`config.mk`:
```
export PLATFORM = sky130hd
export DESIGN_NAME = i2c_bitclk_div
export DESIGN_NICKNAME = d
export VERILOG_FILES = /design/src/rtl/i2c_bclk_pkg.sv /design/src/rtl/i2c_bclk_ratio_reg.sv /design/src/rtl/i2c_bclk_phase_calc.sv /design/src/rtl/i2c_bclk_phase_gen.sv /design/src/rtl/i2c_bitclk_div.sv
export SDC_FILE = /design/constraint.sdc
export NUM_CORES = 1
export LEC_CHECK = 0
export ABC_AREA = 1
export ABC_CLOCK_PERIOD_IN_PS = 4100
export BUFFER_PORTS_ARGS = -buffer_cell sky130_fd_sc_hd__buf_2
export CORE_AREA = 2 2 56 58
export DETAILED_ROUTE_END_ITERATION = 8
export DIE_AREA = 0 0 58 60
export GPL_ROUTABILITY_DRIVEN = 0
export PLACE_DENSITY = 0.91
export SLEW_MARGIN = 15
export SYNTH_ARGS = -nofsm -noshare
export SYNTH_HDL_FRONTEND = slang
export SYNTH_SLANG_ARGS = --single-unit
```
`constraint.sdc`:
```
create_clock -name clk -period 4.1 [get_ports clk]
set_input_delay 0.615 -clock clk [delete_from_list [all_inputs] [get_ports clk]]
set_output_delay 0.615 -clock clk [all_outputs]
set_load 0.005 [all_outputs]
```
`src/rtl/i2c_bclk_pkg.sv`:
```
// Shared definitions for the I2C bit-clock divider.
// Assumes: nothing beyond IEEE 1800-2017 packages.
package i2c_bclk_pkg;

    // Level of the bit clock; the idle level is high.
    typedef enum logic {
        PH_LOW  = 1'b0,
        PH_HIGH = 1'b1
    } bclk_phase_e;

    localparam bclk_phase_e BCLK_IDLE = PH_HIGH;

endpackage

```
`src/rtl/i2c_bclk_ratio_reg.sv`:
```
// Divide-ratio storage register.
// Holds the value software wrote; resets to all ones.
// Assumes: single write strobe, no byte enables.
module i2c_bclk_ratio_reg #(
    parameter int DIV_W = 8
) (
    input  logic             clk,
    input  logic             rst_n,
    input  logic             wr_en,
    input  logic [DIV_W-1:0] wr_data,
    output logic [DIV_W-1:0] div_q
);

    // Store the written ratio; all ones out of reset.
    always_ff @(posedge clk) begin
        if (!rst_n) begin
            div_q <= '1;
        end else if (wr_en) begin
            div_q <= wr_data;
        end
    end

endmodule

```
`src/rtl/i2c_bclk_phase_calc.sv`:
```
// Half-period length calculator.
// Applies the filter-dependent floor to the ratio and adds the fixed
// offset plus the filter extra. Purely combinational.
// Assumes: LEN_W wide enough for (2**DIV_W - 1) + OFFSET + FLT_EXTRA.
module i2c_bclk_phase_calc #(
    parameter int DIV_W         = 8,
    parameter int LEN_W         = 9,
    parameter int OFFSET        = 3,
    parameter int FLT_EXTRA     = 2,
    parameter int MIN_DIV_NOFLT = 3,
    parameter int MIN_DIV_FLT   = 6
) (
    input  logic [DIV_W-1:0] div,
    input  logic             flt,
    output logic [LEN_W-1:0] phase_len
);

    localparam logic [DIV_W-1:0] FLOOR_NF = DIV_W'(MIN_DIV_NOFLT);
    localparam logic [DIV_W-1:0] FLOOR_F  = DIV_W'(MIN_DIV_FLT);
    localparam logic [LEN_W-1:0] OFS_L    = LEN_W'(OFFSET);
    localparam logic [LEN_W-1:0] EXTRA_L  = LEN_W'(FLT_EXTRA);

    logic [DIV_W-1:0] floor_sel;
    logic [DIV_W-1:0] div_eff;

    // Clamp the ratio to the floor for the current filter setting.
    always_comb begin
        floor_sel = flt ? FLOOR_F : FLOOR_NF;
        div_eff   = (div < floor_sel) ? floor_sel : div;
    end

    // Phase length in ticks: clamped ratio + offset + filter extra.
    always_comb begin
        phase_len = LEN_W'(div_eff) + OFS_L + (flt ? EXTRA_L : LEN_W'(0));
    end

endmodule

```
`src/rtl/i2c_bclk_phase_gen.sv`:
```
// Phase counter and bit-clock toggle.
// Counts ticks within a phase, toggles the bit clock at the end of each
// phase and emits rise/fall pulses in the cycle the level changes.
// The phase length is sampled only at phase boundaries or while stopped.
// Assumes: len_next >= 2.
module i2c_bclk_phase_gen
    import i2c_bclk_pkg::*;
#(
    parameter int LEN_W = 9
) (
    input  logic             clk,
    input  logic             rst_n,
    input  logic             tick,
    input  logic             run,
    input  logic [LEN_W-1:0] len_next,
    output logic             bclk,
    output logic             rise,
    output logic             fall
);

    logic [LEN_W-1:0] cnt_q;
    logic [LEN_W-1:0] len_q;
    bclk_phase_e      lvl_q;
    logic             rise_q;
    logic             fall_q;
    logic             last_tick;

    // Last tick of the current phase.
    always_comb begin
        last_tick = (cnt_q == (len_q - LEN_W'(1)));
    end

    // Advance the phase count, toggle the level, pulse the edges.
    always_ff @(posedge clk) begin
        if (!rst_n || !run) begin
            cnt_q  <= '0;
            len_q  <= len_next;
            lvl_q  <= BCLK_IDLE;
            rise_q <= 1'b0;
            fall_q <= 1'b0;
        end else if (tick && last_tick) begin
            cnt_q  <= '0;
            len_q  <= len_next;
            lvl_q  <= (lvl_q == PH_HIGH) ? PH_LOW : PH_HIGH;
            rise_q <= (lvl_q == PH_LOW);
            fall_q <= (lvl_q == PH_HIGH);
        end else begin
            if (tick) begin
                cnt_q <= cnt_q + LEN_W'(1);
            end
            rise_q <= 1'b0;
            fall_q <= 1'b0;
        end
    end

    // Drive the outputs from the registers.
    always_comb begin
        bclk = (lvl_q == PH_HIGH);
        rise = rise_q;
        fall = fall_q;
    end

endmodule

```
`src/rtl/i2c_bitclk_div.sv`:
```
// I2C serial bit-clock divider, top level.
// Ratio register, floor/offset calculation and phase generator.
// Assumes: tick_en comes from a prescaler in the same clock domain.
module i2c_bitclk_div #(
    parameter int DIV_W         = 8,
    parameter int OFFSET        = 3,
    parameter int FLT_EXTRA     = 2,
    parameter int MIN_DIV_NOFLT = 3,
    parameter int MIN_DIV_FLT   = 6
) (
    input  logic             clk,
    input  logic             rst_n,
    input  logic             tick_en,
    input  logic             run_en,
    input  logic             flt_en,
    input  logic             reg_wr,
    input  logic [DIV_W-1:0] reg_wdata,
    output logic [DIV_W-1:0] reg_rdata,
    output logic             bclk,
    output logic             bclk_rise,
    output logic             bclk_fall
);

    localparam int MAX_LEN = (2 ** DIV_W) - 1 + OFFSET + FLT_EXTRA;
    localparam int LEN_W   = $clog2(MAX_LEN + 1);

    logic [DIV_W-1:0] div_q;
    logic [LEN_W-1:0] len_next;

    i2c_bclk_ratio_reg #(
        .DIV_W(DIV_W)
    ) ratio_i (
        .clk    (clk),
        .rst_n  (rst_n),
        .wr_en  (reg_wr),
        .wr_data(reg_wdata),
        .div_q  (div_q)
    );

    i2c_bclk_phase_calc #(
        .DIV_W        (DIV_W),
        .LEN_W        (LEN_W),
        .OFFSET       (OFFSET),
        .FLT_EXTRA    (FLT_EXTRA),
        .MIN_DIV_NOFLT(MIN_DIV_NOFLT),
        .MIN_DIV_FLT  (MIN_DIV_FLT)
    ) calc_i (
        .div      (div_q),
        .flt      (flt_en),
        .phase_len(len_next)
    );

    i2c_bclk_phase_gen #(
        .LEN_W(LEN_W)
    ) gen_i (
        .clk     (clk),
        .rst_n   (rst_n),
        .tick    (tick_en),
        .run     (run_en),
        .len_next(len_next),
        .bclk    (bclk),
        .rise    (bclk_rise),
        .fall    (bclk_fall)
    );

    // Register read-back.
    always_comb begin
        reg_rdata = div_q;
    end

endmodule

```
==> results of run 1 <==
kinds of logic (layout without fill, tap and decap cells):
family	after synthesis	in the layout	synth area share (%)
adders and majority gates	7	7	5.84
xor gates and xnor gates	15	15	8.91
AOI/OAI and AO/OA	14	14	5.53
buffers and inverters	38	67	9.22
and+or+nand+nor	107	107	29.3
DFF	29	29	41.2
state kept, by name, summed over array words and instances, names as in the netlist:
| name | flops |
|---|---|
| gen_i.bclk | 1 |
| gen_i.fall | 1 |
| gen_i.cnt_q | 9 |
| gen_i.rise | 1 |
| ratio_i.div_q | 8 |
| gen_i.len_q | 9 |
cell usage after synthesis, drive strengths merged:
cell,instances,share of area [%]
xnor3,1,1.4
inv,35,8.1
nand4,1,0.38
o211ai,5,2.3
nand3,16,5.2
o21ai,4,1.2
ha,6,4.6
nor2,27,7.9
a21oi,5,2.0
clkbuf,2,0.46
fa,1,1.2
edfxtp,9,17
buf,1,0.69
nor4,3,1.5
nor3,2,0.61
xor2,10,5.4
xnor2,4,2.2
dfxtp,20,25
nand2,58,14
where the power goes:
part	switching [W]	leakage [nW]	internal, W
combinational	0.0000774	0.587	0.0000523
sequential	0.0000196	0.257	0.000322
clock	0.000110	0.0310	0.0000645
stage by stage:
stage          hold WS (ns)  utilization (%)  worst slack, ns  instance area [um^2]  power [W]
5_1_grt               0.488             62.9             1.15                  1830   0.000687
3_3_place_gp          0.448             61.0             1.10                  1770   0.000470
3_5_place_dp          0.459             61.0            0.961                  1770   0.000477
4_1_cts               0.462             62.9             1.30                  1830   0.000653
6_report              0.462             62.9             1.31                  1830   0.000646
2_1_floorplan         0.440                -             1.25                  1630   0.000442
worst min-delay path by stage:
stage	from	endpoint	slack, ns
floorplan	gen_i.bclk$_SDFFE_PP1P_	gen_i.rise$_SDFF_PP0_	0.44
global placement	gen_i.bclk$_SDFFE_PP1P_	gen_i.rise$_SDFF_PP0_	0.45
detailed placement	gen_i.bclk$_SDFFE_PP1P_	gen_i.rise$_SDFF_PP0_	0.46
CTS	gen_i.bclk$_SDFFE_PP1P_	gen_i.rise$_SDFF_PP0_	0.46
global route	reg_wdata[1]	ratio_i.div_q[1]$_SDFFE_PN1P_	0.49
finish	gen_i.bclk$_SDFFE_PP1P_	gen_i.rise$_SDFF_PP0_	0.46
critical path: stages:
cell and delay, ns:
buf_2 0.08, inv_1 0.07, ha_1 0.22, nor4_1 0.17
nand3_1 0.10, nor2_1 0.13, nor2_1 0.06, ha_1 0.27
inv_1 0.06, ha_1 0.15, inv_1 0.06, fa_1 0.42
nor4_1 0.36, xor2_1 0.11
area by class of cell:
class	instances	area [um^2]	area share, %
clock inverters	3	17.5	0.959
multi-input cells	143	808	44.2
well taps	33	41.3	2.26
flip-flops and latches	29	671	36.7
clock buffers	5	37.5	2.05
inverters	35	131	7.19
repair buffers	24	120	6.58
metal layers:
metal | up-vias | wire (um)
met5 | - | 0
met4 | 0 | 26
met3 | 4 | 147
met2 | 35 | 1690
met1 | 616 | 1300
li1 | 714 | -
==> impl_results.md, run 1 <==
* Run status: completed
* Setup TNS Final at 0 ns
* Worst relative slew slack at 66.7%
* TritonCTS clock tree: built
* Met2 track demand over resource at 40.1%
* First drt pass iteration count at 4
* Pins Over Slew Limit at 0
* F_max at 0.359 GHz
* Worst Setup EP: gen_i.len_q[7]$_DFFE_PP_
* Critical path origin: flt_en
* Io pins at 25
* CTS Root Cell: clkbuf_4
* Worst-margin pin slew at 0.497 ns
* # DRC at 0
* Worst EP arrival at 2.87 ns
* Area grow syn2layout at 12.1%
* Nets at 259
* Via-to-Cell Ratio at 5.03
* Syn Nets at 231
* Hpwl dp at 2310 um
* Non-Filler Instances at 272
* Final wirelength at 3160 um
* RSZ-0062 raised after global routing: false
* Capturing element type of the critical path: flip-flop
* Htree depth at 2
* R2r setup slk at 1.42 ns
* GRT overflow at 0
* Setup crit start kind: input port
* Crit path required time at 4.18 ns
* Hold path cells at 1
* Mapped Avg Cell Area at 7.76 um^2
* Total track usage at 21.6%
* Post-cts sizing count at 0
* Commonest cells after routing, fill and taps aside: nand2_1, inv_1, buf_2
* Clock Path Buffers at 2
* Routing usage on met1 at 22.5%
* Ant. Diodes at 0
* Worst vdd rail ir drop at 0.000268 V
* Die ar. at 3480 um^2
* Kind of critical path: input port to flip-flop
* Antenna Nets Post-Route at 0
* Seq/Total Area, Yosys at 41.2%
* Post-CTS Setup Bufs at 0
* Die Span X at 58 um
* Reg2Reg Depth at 12
* DR vias at 1,369
* Clock latency on the worst-skew pair at 0.34 ns
* Final Hold Viols at 0
* YS warnings at 0
* Unique masters post-synth at 25
* PD cells at 354 nW/um^2
* CP Max Fanout at 4
* Final setup viols at 0
* Worst min-delay path class: flip-flop to flip-flop
* Initial Util at 56.1%
* Commonest non-fill, non-tap cell in the layout: nand2_1
* Worst-case clock skew at 0.0162 ns
* Max-cap check violation count at 0
* Cell count after synthesis at 210
* Most used routing layer: met2
* CTS Hold Buffers Added at 0
* Minimum clock period at 2.79 ns
* Initial antenna violation count at 0
* Reg2Reg Launch Point: ratio_i.div_q[2]$_SDFFE_PN1P_
* Total CTS buffers at 5
* Vias in the first global route at 1,326
* Placed insts at 264
* Chip height at 60 um
* Worst R2R End: gen_i.len_q[7]$_DFFE_PP_
* #FFs+latches synth at 29
* Pin count of the biggest net entering global routing at 20
* First-pass GRT wire length at 5480 um
* Clock sinks at 29
* Leak at 0.874 nW
* Port Buffers at 24
* Final worst-path cycle share at 67.9%
* Fillers at 251
* CTS clk-pin slew, worst paths at 0.11 ns
* Synth Cell Area at 1630 um^2
* Share of cells above drive strength 1 at 20.5%
* DR WL/cell at 11.6 um
* Rows at 20
* M3 GR Usage at 5.84%
* Number of DRC violations after detailed-routing iteration 0 at 25
* Core ar. at 2900 um^2
(Power assumes the default switching activity.)
==> run 2, diff against run 1 <==
Settings changed: ABC_CLOCK_PERIOD_IN_PS 4100 to 2560, CORE_AREA 2 2 56 58 to 2 2 61 63, DIE_AREA 0 0 58 60 to 0 0 63 65, PLACE_DENSITY 0.91 to 0.82.
Clock period 4.1 ns to 2.56 ns, I/O delays scaled along.
==> impl_results.md, run 2 (same netlist as run 1, synthesis figures left out) <==
* Run status: completed
* Total track usage at 17.5% (-4.1 points)
* Pins Over Slew Limit at 0 (unchanged)
* Worst relative slew slack at 76.6% (+9.9 points)
* Kind of critical path: flip-flop to flip-flop
* Post-cts sizing count at 0 (unchanged)
* Critical path origin: ratio_i.div_q[2]$_SDFFE_PN1P_
* GRT overflow at 0 (unchanged)
* Hold Crit Endpoint: ratio_i.div_q[2]$_SDFFE_PN1P_
* Max-cap check violation count at 0 (unchanged)
* Final wirelength at 3070 um (-2.9%)
* Post-CTS Setup Bufs at 0 (unchanged)
* Port Buffers at 24 (unchanged)
* CP Max Fanout at 4 (unchanged)
* Nets at 265 (+2.3%)
* Worst vdd rail ir drop at 0.000307 V (+15%)
* DR WL/cell at 10.5 um (-9.8%)
* DR vias at 1,361 (-0.58%)
* F_max at 0.403 GHz
* Final setup viols at 0 (unchanged)
* Die ar. at 4100 um^2 (+18%)
* Initial Util at 46.6% (-9.5 points)
* First-pass GRT wire length at 5510 um (+0.51%)
* Total CTS buffers at 5 (unchanged)
* Leak at 0.913 nW (+4.4%)
* CTS Hold Buffers Added at 0 (unchanged)
* Commonest cells after routing, fill and taps aside: nand2_1, inv_1, buf_2
* Worst min-delay path class: input port to flip-flop
* Hpwl dp at 2430 um (+5.0%)
* Setup TNS Final at 0 ns (unchanged)
* Minimum clock period at 2.48 ns
* Setup crit start kind: flip-flop
* Vias in the first global route at 1,306 (-1.5%)
* Area grow syn2layout at 19.0%
* First drt pass iteration count at 4 (unchanged)
* Reg2Reg Launch Point: ratio_i.div_q[2]$_SDFFE_PN1P_
* Largest registers: gen_i.cnt_q (9), gen_i.len_q (9), ratio_i.div_q (8)
* Clock Path Buffers at 2 (unchanged)
* Worst EP arrival at 2.56 ns (-0.31 ns)
* Crit path required time at 2.64 ns (-1.54 ns)
* Clock latency on the worst-skew pair at 0.32 ns (-0.02 ns)
* Number of DRC violations after detailed-routing iteration 0 at 30 (+20%)
* Die Span X at 63 um (+8.6%)
* Chip height at 65 um (+8.3%)
* Pin count of the biggest net entering global routing at 15 (-25%)
* Final worst-path cycle share at 97.0%
* Hold path cells at 3 (+2)
* Worst-case clock skew at 0.00759 ns (-0.00865 ns)
* Share of cells above drive strength 1 at 23.7% (+3.2 points)
* R2r setup slk at 0.08 ns (-1.34 ns)
* RSZ-0062 raised after global routing: true
* Worst R2R End: gen_i.len_q[7]$_DFFE_PP_
* Clock sinks at 29 (unchanged)
* Antenna Nets Post-Route at 0 (unchanged)
* Origin of the worst min-delay path: reg_wdata[2]
* Core ar. at 3500 um^2 (+20%)
* CTS Root Cell: clkbuf_4
* Initial antenna violation count at 0 (unchanged)
* Worst-margin pin slew at 0.349 ns (-0.148 ns)
* Rows at 22 (+10%)
* PD cells at 588 nW/um^2 (+66%)
* # DRC at 0 (unchanged)
* Pre-CTS WS at -0.0863 ns (-1.05 ns)
* Capturing element type of the critical path: flip-flop
* Commonest non-fill, non-tap cell in the layout: nand2_1
* TritonCTS clock tree: built
* Final setup margin at 0.0776 ns (-1.24 ns)
* Via-to-Cell Ratio at 4.65 (-7.7%)
* CTS clk-pin slew, worst paths at 0.10 ns (about the same)
* Ant. Diodes at 0 (unchanged)
* Htree depth at 2 (unchanged)
* Io pins at 25 (unchanged)
* Final Hold Viols at 0 (unchanged)
* Reg2Reg Depth at 12 (unchanged)
[run 2: layout make-up]
class	count	area [um^2]
clock buffers	6	41.3
clock inverters	2	33.8
fillers	327	1560
inverters	35	131
multi-input cells	143	835
flip-flops and latches	29	672
well taps	48	60.1
repair buffers	30	165
[run 2: report_power, final]
part / switching (W) / total, W / leakage, nW / internal [W]
clock: 0.000163 / 0.000366 / 0.0399 / 0.000203
combinational: 0.000131 / 0.000226 / 0.616 / 0.0000955
sequential: 0.0000299 / 0.000546 / 0.256 / 0.000516
total: 0.000324 / 0.00114 / 0.913 / 0.000815
[run 2: worst max path at each step]
stage | to | cells past startpoint
4_1_cts | gen_i.len_q[7]$_DFFE_PP_ | 12
3_3_place_gp | gen_i.len_q[7]$_DFFE_PP_ | 14
6_report | gen_i.len_q[7]$_DFFE_PP_ | 12
2_1_floorplan | gen_i.len_q[7]$_DFFE_PP_ | 13
3_5_place_dp | gen_i.len_q[7]$_DFFE_PP_ | 14
5_1_grt | gen_i.len_q[7]$_DFFE_PP_ | 12
[run 2: worst max-delay path, cell delays in order (launching register included)]
cell and delay (ns):
dfxtp_2 0.35, ha_1 0.27, nand2_1 0.05, a21oi_1 0.16, nor2_2 0.07, nor2_1 0.10, ha_1 0.24, inv_1 0.05
ha_1 0.14, inv_1 0.05, fa_2 0.38, nor4_4 0.29, xor2_1 0.09
[run 2: through the flow]
stage / cells / power, W / utilization, % / instance area (um^2) / hold slack (ns)
final: 293 / 0.00114 / 55.4 / 1940 / 0.269
after global placement: 285 / 0.000765 / 52.7 / 1840 / 0.440
after floorplan: 210 / 0.000710 / - / 1640 / 0.440
after detailed placement: 285 / 0.000776 / 52.7 / 1840 / 0.447
after CTS: 293 / 0.00114 / 54.8 / 1920 / 0.262
after global routing: 293 / 0.00121 / 55.4 / 1940 / 0.273
[run 2: metal layers]
| layer | track usage, % | wire length, um |
|---|---|---|
| met1 | 18.4 | 1260 |
| met2 | 32.8 | 1650 |
| met3 | 4.86 | 116 |
| met4 | 6.94 | 46 |
| met5 | 0 | 0 |
